## src/rtl/sirq_pkg.sv

```systemverilog
package sirq_pkg;

  typedef enum logic [1:0] {
    SQ_IDLE   = 2'd0,
    SQ_FRAMES = 2'd1,
    SQ_STOP   = 2'd2
  } seq_st_e;

  typedef enum logic [1:0] {
    PH_SAMPLE = 2'd0,
    PH_RECOV  = 2'd1,
    PH_TURN   = 2'd2
  } ph_e;

endpackage

```

## src/rtl/sirq_rst_sync.sv

```systemverilog
module sirq_rst_sync (
  input  logic clk,
  input  logic rst_n,
  output logic rst_q
);

  logic s0_q;

  always_ff @(posedge clk or negedge rst_n) begin
    if (!rst_n) begin
      s0_q  <= 1'b0;
      rst_q <= 1'b0;
    end else begin
      s0_q  <= 1'b1;
      rst_q <= s0_q;
    end
  end

endmodule

```

## src/rtl/sirq_seq.sv

```systemverilog
// Frame sequencer: start-pulse detection, frame/phase counting and stop-width mode decode.
module sirq_seq
  import sirq_pkg::*;
#(
  parameter int N_FRAMES   = 21,
  parameter int START_MIN  = 4,
  parameter int START_MAX  = 8,
  parameter int STOP_QUIET = 2,
  parameter int STOP_CONT  = 3,
  parameter int SLOT_W     = $clog2(N_FRAMES)
) (
  input  logic              clk,
  input  logic              rst_n,
  input  logic              line_in,
  output seq_st_e           st_q,
  output seq_st_e           st_n,
  output ph_e               ph_n,
  output logic [SLOT_W-1:0] frm_q,
  output logic [SLOT_W-1:0] frm_n,
  output logic              quiet_q,
  output logic              start_hit
);

  localparam int LOW_W = $clog2(START_MAX + 2);
  localparam logic [LOW_W-1:0] LOW_SAT   = '1;
  localparam logic [LOW_W-1:0] LOW_MIN   = LOW_W'(START_MIN);
  localparam logic [LOW_W-1:0] LOW_MAX   = LOW_W'(START_MAX);
  localparam logic [LOW_W-1:0] LOW_QUIET = LOW_W'(STOP_QUIET);
  localparam logic [LOW_W-1:0] LOW_CONT  = LOW_W'(STOP_CONT);
  localparam logic [SLOT_W-1:0] FRM_LAST = SLOT_W'(N_FRAMES - 1);

  ph_e              ph_q;
  logic [LOW_W-1:0] low_q, low_n;
  logic             quiet_n, mode_en;

  always_comb begin
    st_n    = st_q;
    ph_n    = ph_q;
    frm_n   = frm_q;
    low_n   = low_q;
    quiet_n = quiet_q;
    mode_en = 1'b0;
    unique case (st_q)
      SQ_IDLE: begin
        if (!line_in) begin
          low_n = (low_q == LOW_SAT) ? low_q : low_q + 1'b1;
        end else begin
          low_n = '0;
          if (low_q >= LOW_MIN && low_q <= LOW_MAX) begin
            st_n  = SQ_FRAMES;
            ph_n  = PH_SAMPLE;
            frm_n = '0;
          end
        end
      end
      SQ_FRAMES: begin
        if (ph_q == PH_TURN) begin
          ph_n = PH_SAMPLE;
          if (frm_q == FRM_LAST) begin
            st_n  = SQ_STOP;
            low_n = '0;
          end else begin
            frm_n = frm_q + 1'b1;
          end
        end else begin
          ph_n = ph_e'(ph_q + 2'd1);
        end
      end
      SQ_STOP: begin
        if (!line_in) begin
          low_n = (low_q == LOW_SAT) ? low_q : low_q + 1'b1;
        end else if (low_q != '0) begin
          st_n  = SQ_IDLE;
          low_n = '0;
          if (low_q == LOW_QUIET) begin
            quiet_n = 1'b1;
            mode_en = 1'b1;
          end else if (low_q == LOW_CONT) begin
            quiet_n = 1'b0;
            mode_en = 1'b1;
          end
        end
      end
      default: begin
        st_n  = SQ_IDLE;
        low_n = '0;
      end
    endcase
  end

  assign start_hit = (st_q == SQ_IDLE) && (st_n == SQ_FRAMES);

  always_ff @(posedge clk or negedge rst_n) begin
    if (!rst_n) begin
      st_q  <= SQ_IDLE;
      ph_q  <= PH_SAMPLE;
      frm_q <= '0;
      low_q <= '0;
    end else begin
      st_q  <= st_n;
      ph_q  <= ph_n;
      frm_q <= frm_n;
      low_q <= low_n;
    end
  end

  always_ff @(posedge clk or negedge rst_n) begin
    if (!rst_n) begin
      quiet_q <= 1'b0;
    end else if (mode_en) begin
      quiet_q <= quiet_n;
    end
  end

endmodule

```

## src/rtl/sirq_drv.sv

```systemverilog
// Line driver: three-phase slot drive and quiet-mode start request.
module sirq_drv
  import sirq_pkg::*;
#(
  parameter int SLOT_W = 5
) (
  input  logic              clk,
  input  logic              rst_n,
  input  logic              line_in,
  input  logic              irq_in,
  input  logic [SLOT_W-1:0] slot_sel,
  input  seq_st_e           st_q,
  input  seq_st_e           st_n,
  input  ph_e               ph_n,
  input  logic [SLOT_W-1:0] frm_n,
  input  logic              quiet_q,
  input  logic              start_hit,
  output logic              line_oe,
  output logic              line_out
);

  logic oe_n, out_n;
  logic rpt_q, rpt_n, rpt_en;
  logic req_q, req_n, req_en;
  logic own_n, req_cond;

  assign own_n    = (st_n == SQ_FRAMES) && (frm_n == slot_sel);
  assign req_cond = (st_q == SQ_IDLE) && (st_n == SQ_IDLE) && quiet_q &&
                    line_in && (irq_in != rpt_q) && !req_q;

  always_comb begin
    oe_n  = 1'b0;
    out_n = 1'b0;
    if (own_n) begin
      unique case (ph_n)
        PH_SAMPLE: begin
          oe_n  = !irq_in;
          out_n = 1'b0;
        end
        PH_RECOV: begin
          oe_n  = line_oe && !line_out;
          out_n = 1'b1;
        end
        default: begin
          oe_n  = 1'b0;
          out_n = 1'b0;
        end
      endcase
    end else if (req_cond) begin
      oe_n  = 1'b1;
      out_n = 1'b0;
    end
  end

  always_comb begin
    rpt_en = own_n && (ph_n == PH_SAMPLE);
    rpt_n  = irq_in;
    req_en = req_cond || start_hit;
    req_n  = req_cond;
  end

  always_ff @(posedge clk or negedge rst_n) begin
    if (!rst_n) begin
      line_oe  <= 1'b0;
      line_out <= 1'b0;
    end else begin
      line_oe  <= oe_n;
      line_out <= out_n;
    end
  end

  always_ff @(posedge clk or negedge rst_n) begin
    if (!rst_n) begin
      rpt_q <= 1'b1;
    end else if (rpt_en) begin
      rpt_q <= rpt_n;
    end
  end

  always_ff @(posedge clk or negedge rst_n) begin
    if (!rst_n) begin
      req_q <= 1'b0;
    end else if (req_en) begin
      req_q <= req_n;
    end
  end

endmodule

```

## src/rtl/sirq_slot_agent.sv

```systemverilog
module sirq_slot_agent
  import sirq_pkg::*;
#(
  parameter int N_FRAMES   = 21,
  parameter int START_MIN  = 4,
  parameter int START_MAX  = 8,
  parameter int STOP_QUIET = 2,
  parameter int STOP_CONT  = 3,
  parameter int SLOT_W     = $clog2(N_FRAMES)
) (
  input  logic              clk,
  input  logic              rst_n,
  input  logic              line_in,
  output logic              line_oe,
  output logic              line_out,
  input  logic [SLOT_W-1:0] slot_sel,
  input  logic              irq_in
);

  logic              rst_q;
  seq_st_e           st_q, st_n;
  ph_e               ph_n;
  logic [SLOT_W-1:0] frm_q, frm_n;
  logic              quiet_q, start_hit;

  sirq_rst_sync u_rst (
    .clk   (clk),
    .rst_n (rst_n),
    .rst_q (rst_q)
  );

  sirq_seq #(
    .N_FRAMES   (N_FRAMES),
    .START_MIN  (START_MIN),
    .START_MAX  (START_MAX),
    .STOP_QUIET (STOP_QUIET),
    .STOP_CONT  (STOP_CONT),
    .SLOT_W     (SLOT_W)
  ) u_seq (
    .clk       (clk),
    .rst_n     (rst_q),
    .line_in   (line_in),
    .st_q      (st_q),
    .st_n      (st_n),
    .ph_n      (ph_n),
    .frm_q     (frm_q),
    .frm_n     (frm_n),
    .quiet_q   (quiet_q),
    .start_hit (start_hit)
  );

  sirq_drv #(
    .SLOT_W (SLOT_W)
  ) u_drv (
    .clk       (clk),
    .rst_n     (rst_q),
    .line_in   (line_in),
    .irq_in    (irq_in),
    .slot_sel  (slot_sel),
    .st_q      (st_q),
    .st_n      (st_n),
    .ph_n      (ph_n),
    .frm_n     (frm_n),
    .quiet_q   (quiet_q),
    .start_hit (start_hit),
    .line_oe   (line_oe),
    .line_out  (line_out)
  );

endmodule

```

## config.mk

```make
export PLATFORM = sky130hd
export DESIGN_NAME = sirq_slot_agent
export DESIGN_NICKNAME = d
export VERILOG_FILES = /design/src/rtl/sirq_pkg.sv /design/src/rtl/sirq_rst_sync.sv /design/src/rtl/sirq_seq.sv /design/src/rtl/sirq_drv.sv /design/src/rtl/sirq_slot_agent.sv
export SDC_FILE = /design/constraint.sdc
export NUM_CORES = 1
export LEC_CHECK = 0
export BUFFER_PORTS_ARGS = -buffer_cell sky130_fd_sc_hd__buf_4
export CAP_MARGIN = 30
export CELL_PAD_IN_SITES_DETAIL_PLACEMENT = 2
export CELL_PAD_IN_SITES_GLOBAL_PLACEMENT = 2
export CORE_MARGIN = 4
export CORE_UTILIZATION = 39
export CTS_CLUSTER_SIZE = 28
export DETAILED_ROUTE_END_ITERATION = 8
export PLACE_DENSITY_LB_ADDON = 0.1
export SLEW_MARGIN = 20
export SYNTH_ARGS = -nofsm -noshare
export SYNTH_HDL_FRONTEND = slang
export SYNTH_SLANG_ARGS = --single-unit
```

## constraint.sdc

```tcl
create_clock -name clk -period 1.2 [get_ports clk]
set_input_delay 0 -clock clk [delete_from_list [all_inputs] [get_ports clk]]
set_output_delay 0 -clock clk [all_outputs]
set_load 0.05 [all_outputs]
```

==> flow_metrics.tcl, run 1 <==
set metrics [dict create \
    port_buffers 10 \
    yosysTopAreaCell "dfrtp_1" \
    root_buffer "clkbuf_4" \
    error "[ERROR DPL-0033] detailed placement checks failed during check placement." \
    die-height_um 62.8 \
    cts_num_sinks 20 \
    pin_count 11 \
    clock_path_buffers 2 \
    yosys_warnings 0 \
    num_rows 19 \
    numCtsBuffers 3 \
    synth_nets 133 \
    dpl_worst_slack_ps -1240 \
    htree_levels 1 \
    synth_async_sr_flop_share_pct 100 \
    cts_resized 43 \
    synthTopCellsByArea "dfrtp_1, ha_1, o21ai_0" \
    haltStage "clock tree synthesis (4_1_cts)" \
    synth-edff-count 0 \
    place_area_um2 1610 \
    status "did not finish" \
    post-cts-setup-buffers 10 \
    synth_top_area_share_pct 40.6 \
    yosysUniqueCellTypes 46 \
    post-dp-hpwl_um 3570 \
    yosys_register_bits 20 \
    place.gp.congestion 0.830 \
    ys_seq_area_share_pct 42.9 \
    netlist_area_um2 1170 \
    synth_top_flop_cell "dfrtp_1" \
    fp.dieW_um 62.8 \
    syn_inst 119 \
    hold_buffers 2 \
    initial_core_util_pct 41.7 \
    syn_avg_cell_area_um2 9.83 \
]
==> cell families after synthesis <==
kind of cell	synth area share, %
other	0.321
buffers and inverters	2.25
AND/OR/NAND/NOR	27.2
flip-flops	42.9
adder cells (fa/ha/maj)	5.35
multiplexers	3.53
XOR/XNOR	2.25
AO/OA/AOI/OAI	16.3
==> cells in the mapped netlist (2+ instances only) <==
cell type / count
ha_1: 5
nor2_1: 5
inv_1: 7
mux2i_1: 3
nand3_1: 7
nor2b_1: 2
dfrtp_1: 19
nand3b_1: 2
o21ai_1: 2
nor3_1: 2
o21ai_0: 10
xnor2_1: 3
nor4b_1: 2
nand4_1: 2
a21oi_1: 4
nand2_1: 9
a21o_1: 2
or3_1: 2
nand2b_1: 4
==> through the flow <==
stage / cells / util (%) / TNS, ps
after detailed placement: 200 / 57.4 / -9460
after global placement: 200 / 57.4 / -6820
after floorplan: 119 / - / -4720
==> inputs of run 2 (changes only) <==
--- a/config.mk
+++ b/config.mk
@@ -7,13 +7,10 @@
 export LEC_CHECK = 0
 export BUFFER_PORTS_ARGS = -buffer_cell sky130_fd_sc_hd__buf_4
 export CAP_MARGIN = 30
-export CELL_PAD_IN_SITES_DETAIL_PLACEMENT = 2
-export CELL_PAD_IN_SITES_GLOBAL_PLACEMENT = 2
-export CORE_MARGIN = 4
-export CORE_UTILIZATION = 39
-export CTS_CLUSTER_SIZE = 28
+export CORE_AREA = 4 4 65 67
 export DETAILED_ROUTE_END_ITERATION = 8
-export PLACE_DENSITY_LB_ADDON = 0.1
+export DIE_AREA = 0 0 69 71
+export PLACE_DENSITY_LB_ADDON = 0.15
 export SLEW_MARGIN = 20
 export SYNTH_ARGS = -nofsm -noshare
 export SYNTH_HDL_FRONTEND = slang
==> flow_metrics.tcl, run 2 <==
set metrics [dict create \
    cp.arrival_ps 2470 \
    mostFrequentLayoutCell "buf_4" \
    final_cell_mix "buf_4, dfrtp_1, buf_6" \
    via_count 1184 \
    syn_inst 119 \
    drc 0 \
    r2r_start "u_seq.frm_q[1]" \
    initial_core_util_pct 32.2 \
    cts_tree "built" \
    initialDrtViolationCount 66 \
    layout.cells.non_filler 234 \
    ys_top_cells_by_count "dfrtp_1, o21ai_0, nand2_1, inv_1, nand3_1" \
    hold_viol 0 \
    dr.pass1.iters 4 \
    yosys_warnings 0 \
    path_max_fanout 2 \
    drive_above_1_share_pct 53.8 \
    synth_nets 133 \
    drtAntennaViolNets 0 \
    post-dp-hpwl_um 2310 \
    avgViaCountPerCell 5.06 \
    core_area_um2 3630 \
    die_area_um2 4900 \
    maxCapViolations 0 \
    r2r_slack_ps -1090 \
    synth_top_flop_cell "dfrtp_1" \
    synth_async_sr_flop_share_pct 100 \
    placed_cells 218 \
    status "complete, but fails checks" \
    ys_seq_area_share_pct 42.9 \
    clock_path_buffers 2 \
    port_buffers 10 \
    vdd_drop_max_uv 812 \
    grt_overflow 0 \
    setup_slack_ps -1090 \
    netlist_area_um2 1170 \
    numCtsBuffers 3 \
    largest_reg_flops 5 \
    gr-usage-all-layers_pct 14.4 \
    fin_setup_tns_ps -7620 \
    synth_top_area_share_pct 40.6 \
    crit_slowest_cell "or4b_4" \
    wl_per_cell_um 14.3 \
    fillers 334 \
    yosys_register_bits 20 \
    post-route-util_pct 55.1 \
    yosysTopAreaCell "dfrtp_1" \
    yosysUniqueCellTypes 46 \
    nNetsFinal 201 \
    crit_family "simple AND/OR/NAND/NOR gates" \
    worstSetupPathType "reg2reg" \
    clock_latency_ps 260 \
    place.gp.congestion 0.857 \
    hold_path.class "in2async" \
    start_kind "flip-flop" \
    grt_max_degree 19 \
    finalCriticalPeriod_ps 2290 \
    report.final.slew_viol_count 0 \
    worstPathCellList "inv_2, ha_4, and4b_1, a21o_1, or4b_4, a211oi_2, nand4_2, nor2_2, mux2_4" \
    regToRegEndpoint "u_drv.rpt_q" \
    top_regs "u_seq.frm_q x5, u_seq.low_q x4" \
    synthTopCellsByArea "dfrtp_1, ha_1, o21ai_0" \
    grt_pass1_vias 1247 \
    htree_levels 1 \
    area_delta_synth_final_pct 71.1 \
    die-height_um 71 \
    cp_num_cells 9 \
    skew_ps 3.83 \
    syn_avg_cell_area_um2 9.83 \
    finalCritPeriodShare_pct 191 \
    failed_checks "setup timing" \
    p_per_area_nw_per_um2 1810 \
    reg2reg_depth 9 \
    fmax_ghz 0.437 \
    synth-edff-count 0 \
    end_kind "flip-flop" \
    slowest_delay_ps 480 \
    diodes 0 \
    crit_required_ps 1390 \
    rsz0062_at_grt "yes" \
    cts_num_sinks 20 \
    setup_viol 18 \
    fp.dieW_um 69 \
    pin_count 11 \
    synth.most_common_cell "dfrtp_1" \
    largest_register "u_seq.frm_q" \
    power_w 0.00363 \
    drt_wl_total_um 3350 \
    path_clk_slew_ps 80 \
    num_rows 22 \
    root_buffer "clkbuf_8" \
    crit_buf_inv 1 \
    grt_pass1_wl_um 5730 \
    antenna_found_initial 0 \
    leakage_nw 0.882 \
]
[run 2: cell families (layout without fill, tap and decap cells)]
| logic type | count (synthesis) | in the layout | share of synthesized area (%) |
|---|---|---|---|
| compound gates | 29 | 29 | 16.3 |
| xor+xnor | 3 | 3 | 2.25 |
| fa+ha+maj | 5 | 5 | 5.35 |
| buf+inv | 7 | 74 | 2.25 |
| flops | 20 | 20 | 42.9 |
| mux | 4 | 4 | 3.53 |
| other cells | 1 | 1 | 0.321 |
| simple gates | 50 | 50 | 27.2 |
[run 2: power by group]
part	internal [W]	switching, W	leakage [nW]
Combinational	0.00116	0.00100	0.608
Sequential	0.000854	0.000158	0.251
Clock	0.000236	0.000222	0.0228
Total	0.00225	0.00138	0.882
[run 2: area by class of cell]
class / instances / area (µm²) / share of cell area, %
Clock buffer: 4 / 45.0 / 2.25
Timing Repair Buffer: 63 / 519 / 25.9
Tap cell: 48 / 60.1 / 3.00
Multi-Input combinational cell: 92 / 848 / 42.4
Inverter: 7 / 26.3 / 1.31
Sequential cell: 20 / 503 / 25.1
[run 2: through the flow]
step	area (µm²)	hold WS [ps]	setup slack, ps
CTS	1890	0.0227	-1060
finish	2000	51.7	-1090
global route	2000	72.1	-1210
floorplan	1190	-296	-1080
detailed placement	1640	-216	-1150
global placement	1640	-218	-1090
[run 2: routing by layer]
| layer | vias up | global-route usage (%) | wire length [µm] |
|---|---|---|---|
| met4 | 0 | 5.42 | 68 |
| met5 | - | 0 | 0 |
| met2 | 22 | 23.5 | 1620 |
| li1 | 572 | - | - |
| met3 | 8 | 2.41 | 85 |
| met1 | 582 | 19.0 | 1580 |
[run 2: how the worst max path moves through the flow]
| stage | slack [ps] | endpoint | startpoint |
|---|---|---|---|
| after floorplan | -1080 | u_drv.rpt_q | u_seq.low_q[0] |
| after global placement | -1090 | u_drv.rpt_q | u_seq.low_q[0] |
| after detailed placement | -1150 | u_drv.rpt_q | u_seq.low_q[0] |
| after CTS | -1060 | u_drv.rpt_q | u_seq.frm_q[0] |
| after global routing | -1210 | u_drv.rpt_q | u_seq.frm_q[0] |
| final | -1090 | u_drv.rpt_q | u_seq.frm_q[1] |
[run 2: timing repair]
action,in CTS,in global routing
buffers inserted,9,5
endpoints found under the setup margin,18,18
hold buffers,1,1
resized for setup,36,21
pin swaps,9,10
hold endpoints to repair,2,1
(Power assumes the default switching activity.)
